$ cat src/rtl/io_region_decoder.sv
module io_region_decoder #(
  parameter int ADDR_W = 8,
  parameter int DATA_W = 8,
  parameter int SW_W   = 4
) (
  input  logic              clk,
  input  logic              rst_n,
  input  logic [ADDR_W-1:0] cpu_addr,
  input  logic [DATA_W-1:0] cpu_wdata,
  input  logic              cpu_we,
  output logic [DATA_W-1:0] cpu_rdata,
  output logic              ram_we,
  input  logic [DATA_W-1:0] ram_rdata,
  input  logic [SW_W-1:0]   sw_in,
  output logic [DATA_W-1:0] led_out
);
  localparam logic [1:0] IO_QUARTER = 2'b11;
  localparam int         PAD_W      = DATA_W - SW_W;

  logic            io_hit;
  logic            io_hit_q;
  logic [SW_W-1:0] sw_meta, sw_sync;

  assign io_hit = (cpu_addr[ADDR_W-1 -: 2] == IO_QUARTER);
  assign ram_we = cpu_we & ~io_hit;

  always_ff @(posedge clk) begin
    if (!rst_n) begin
      io_hit_q <= 1'b0;
      sw_meta  <= '0;
      sw_sync  <= '0;
      led_out  <= '0;
    end else begin
      io_hit_q <= io_hit;
      sw_meta  <= sw_in;
      sw_sync  <= sw_meta;
      if (cpu_we && io_hit) led_out <= cpu_wdata;
    end
  end

  assign cpu_rdata = io_hit_q ? {{PAD_W{1'b0}}, sw_sync} : ram_rdata;

  p_ram_path_r1: assert property (@(posedge clk) disable iff (!rst_n)
    (cpu_addr[ADDR_W-1 -: 2] != IO_QUARTER) |=> (cpu_rdata == ram_rdata));

  p_io_upper_zero_r2: assert property (@(posedge clk) disable iff (!rst_n)
    (cpu_addr[ADDR_W-1 -: 2] == IO_QUARTER) |=> (cpu_rdata[DATA_W-1:SW_W] == '0));

  p_led_load_r5: assert property (@(posedge clk) disable iff (!rst_n)
    (cpu_we && cpu_addr[ADDR_W-1 -: 2] == IO_QUARTER) |=> (led_out == $past(cpu_wdata)));

  p_led_hold_r6: assert property (@(posedge clk) disable iff (!rst_n)
    !(cpu_we && cpu_addr[ADDR_W-1 -: 2] == IO_QUARTER) |=> $stable(led_out));
endmodule

$ cat config.mk
export PLATFORM = sky130hd
export DESIGN_NAME = io_region_decoder
export DESIGN_NICKNAME = d
export VERILOG_FILES = /design/src/rtl/io_region_decoder.sv
export SDC_FILE = /design/constraint.sdc
export NUM_CORES = 1
export LEC_CHECK = 0
export BUFFER_PORTS_ARGS = -buffer_cell sky130_fd_sc_hd__buf_2
export CAP_MARGIN = 15
export CORE_AREA = 4 4 46 48
export CTS_CLUSTER_DIAMETER = 120
export DETAILED_ROUTE_END_ITERATION = 12
export DIE_AREA = 0 0 50 52
export PLACE_DENSITY = 0.8
export SLEW_MARGIN = 0
export SYNTH_ARGS = -nofsm -noshare
export SYNTH_HDL_FRONTEND = slang
export SYNTH_SLANG_ARGS = --single-unit
$ cat constraint.sdc
create_clock -name clk -period 2.63 [get_ports clk]
set_input_delay 0.526 -clock clk [delete_from_list [all_inputs] [get_ports clk]]
set_output_delay 0.526 -clock clk [all_outputs]
set_load 0.01 [all_outputs]
; ---- Yosys cells after proc, flatten, opt, wreduce, memory -nomap -nowiden
; Cells that the tools add are included.
[totals]
ff_bits = 17
inputBits = 31
out_inout_bits = 17
elab_cells = 9
[op_classes]
n_eq_ne = 1
n_mux = 1
bitwise = 2
n_reduce_logical = 1
[ops]
columns = cell, n
row1 = 2-to-1 mux 8 bit, 1
row2 = equality test 2 bit (second input constant), 1
row3 = AND 1 bit, 1
row4 = logical AND 1 bit, 1
row5 = NOT 1 bit, 1

; ---- Logic depth before layout (Yosys ltp)
[depth]
depth_word = 3
ltp_mapped = 3
ltp_nobuf = 2

; ---- Worst setup path before layout
; Ideal clock, no wire load.
[synth_path]
kind = input-to-output
startpoint = in ram_rdata[0]
endpoint = out cpu_rdata[0]
arrival_time_ns = 0.838
required_time_ns = 2.104
path_slack_ns = 1.266
stages = 1
path_buffers = 0
path_cell_list = mux2_1
[synth_between]
elab_chain_cells = 1
[synth_lines]
columns = item, line
row1 = from (decl), 13  ; input logic [DATA_W-1:0] ram_rdata,
row2 = 2-to-1 mux 8 bit, 41  ; assign cpu_rdata = io_hit_q ? {{PAD_W{1'b0}}, sw_sync} : ram_rdata;
row3 = to (decl), 11  ; output logic [DATA_W-1:0] cpu_rdata,
; No other way between the ends.

; ---- Worst setup path in the final report
[layout_path]
startpoint = reg io_hit_q
endpoint = out cpu_rdata[0]
[layout_between]
elab_chain_cells = 1
[layout_lines]
columns = item, line
row1 = from (decl), 21  ; logic io_hit_q;
row2 = from (signal assigned), 34  ; io_hit_q <= io_hit;
row3 = 2-to-1 mux 8 bit, 41
; No other way between the ends.

==> results.json <==
{
  "maxClockFrequency_ghz": 0.561,
  "crit_path_cell_trace": "mux2_1 -> buf_2",
  "max_capacitance_violation_count": 0,
  "detailedRoute.firstIterationViolations": 5,
  "setup_repair_after_global_routing_missed_its_margin": "false",
  "tritoncts.num_buffers": 3,
  "postSynthNetCount": 95,
  "clk-insertion-delay-late_ns": 0.27,
  "cp_max_fo": 8,
  "synth_sequential_area_ratio_pct": 51.8,
  "max-slew-margin-rel_pct": 69.1,
  "clk_pin_slew_ns": 0.10,
  "cp_data_required_time_ns": 2.10,
  "leakage_nw": 0.439,
  "vias_per_cell": 4.26,
  "core_region_area_um2": 1710,
  "postCtsResizedCells": 0,
  "die-area_um2": 2600,
  "floorplan.die.height_um": 52,
  "max_slew.worst_pin.slew_ns": 0.464,
  "run_status": "completed",
  "first_global_vias": 561,
  "post-place-ws_ns": 1.06,
  "critical_path.slowest_cell": "dfxtp_1",
  "cts.sink_count": 17,
  "cts_buffer_depth": 2,
  "finished_core_util_pct": 51.8,
  "post_cts_buffers": 0,
  "wirelength_mm": 1.32,
  "first_pass_grt_wire_length_mm": 2.30,
  "post_synthesis_instance_area_um2": 657,
  "grt_max_degree": 26,
  "fin_skew_ns": 0.000583,
  "synth_cell_types": 12,
  "syn_inst": 64,
  "detail-route-antenna-nets": 0,
  "wire_per_inst_um": 10.1,
  "final_instance_area_um2": 885,
  "num_rows": 15,
  "critical_path.max_stage_delay_ns": 0.49,
  "cts_tree": "built",
  "max_slew_violations": 0,
  "antenna_found_initial": 0,
  "antenna-diode-count": 0,
  "placed_area_um2": 858,
  "timing.final.crit_share_pct": 67.8,
  "cellPowerDensity_nw_per_um2": 527,
  "hp-class": "reg2reg",
  "cts_hold_buf": 0,
  "routed-via-count": 554,
  "fillCellCount": 171,
  "floorplan.die.width_um": 50,
  "layout-area-overhead-vs-synth_pct": 34.7,
  "num_io_pins": 48,
  "hpwl_mm": 1.04,
  "floorplan.initialDensity_pct": 38.5,
  "global_route.usage.total_pct": 11.6,
  "final_critical_path_setup_slack_ns": 0.847,
  "design.final.nets": 137,
  "ys_warn_count": 0,
  "final_global_route_overflow_total": 0,
  "timing.final.setup_violations": 0,
  "drt_pre_antenna_iters": 4,
  "fin_setup_tns_ns": 0,
  "port_buffers": 41,
  "detail_route.drc_violations": 0,
  "cts_root_buffer": "clkbuf_4",
  "worst-endpoint-arrival_ns": 1.26,
  "period_needed_ns": 1.78,
  "ctsHtreeMaxLevel": 1,
  "postSynthAreaPerCell_um2": 10.3,
  "vdd.ir_drop.worst_mv": 0.278,
  "synth-seq-cells": 17,
  "setup.worst_path.end_class": "output port",
  "worst-setup-path-type": "reg2out",
  "layout-drive-gt1-share_pct": 42.9,
  "crit_path_start_kind": "flip-flop",
  "finalHoldViolCount": 0,
  "place.gp.congestion": 0.605
}
placed cells by master (no fill, tap or decap):
cell type	count
a21boi_0	1
and2_1	8
and3_1	1
and3_2	1
buf_2	41
clkbuf_1	1
clkbuf_4	3
dfxtp_1	17
mux2_1	4
mux2i_1	8
nand2_1	16
nor2b_1	4
logic make-up after synthesis:
kind of cell	synth area share [%]
AND/OR/NAND/NOR	22.7
buffers and inverters	5.33
flip-flops	51.8
multiplexers	19.0
AO/OA/AOI/OAI	1.14
layout make-up:
class	instances	area, um2	share of cell area, %
Multi-Input combinational cell	43	282	31.8
Tap cell	25	31.3	3.54
Clock buffer	4	26.3	2.97
Sequential cell	17	340	38.5
Timing Repair Buffer	41	205	23.2
path summary, 6_finish.rpt:
path / startpoint / end / slack, ns / cells after the start
setup / recovery: io_hit_q / cpu_rdata[0] / 0.85 / 2
hold / removal: sw_meta[1] / sw_sync[1] / 0.44 / 1
setup reg to reg: led_out[4] / led_out[4] / 2.03 / 2
hold reg to reg: sw_meta[1] / sw_sync[1] / 0.44 / 1
cells in the mapped netlist:
library cell,instances,area share (%)
mux2_1,4,6.9
nor2b_1,4,3.8
a21boi_0,1,1.1
and3_1,1,0.95
buf_6,2,3.4
dfxtp_1,17,52
and3_2,1,1.1
and2_1,8,7.6
buf_2,1,0.76
nand2_1,16,9.1
buf_4,1,1.1
mux2i_1,8,12
critical path, delay by kind of cell (launching register included):
family	cells	cell delay [ns]
mux	1	0.35
buf+inv	1	0.14
flops	1	0.49
power by group:
part,internal [mW],total [mW],switching [mW]
registers,0.268,0.272,0.00434
clock network,0.0587,0.131,0.0726
logic,0.0340,0.0626,0.0286
total,0.360,0.466,0.106
sequential cells by signal, indices dropped and copies added (netlist names):
signal / count
sw_sync: 4
led_out: 8
sw_meta: 4
io_hit_q: 1
per-layer routing:
layer | wire length (um) | vias up | global-route usage [%]
met5 | 0 | - | 0
met4 | 10 | 0 | 3.23
met3 | 134 | 2 | 4.30
met2 | 632 | 25 | 20.4
met1 | 538 | 239 | 12.9
li1 | - | 288 | -
metrics by stage:
stage               power (mW)  instances  hold slack [ns]
floorplan                0.312         64            0.412
global placement         0.340        126            0.417
detailed placement       0.342        126            0.419
CTS                      0.473        130            0.442
global route             0.496        130            0.438
finish                   0.466        130            0.437
Power figures use the tool's default switching activity.
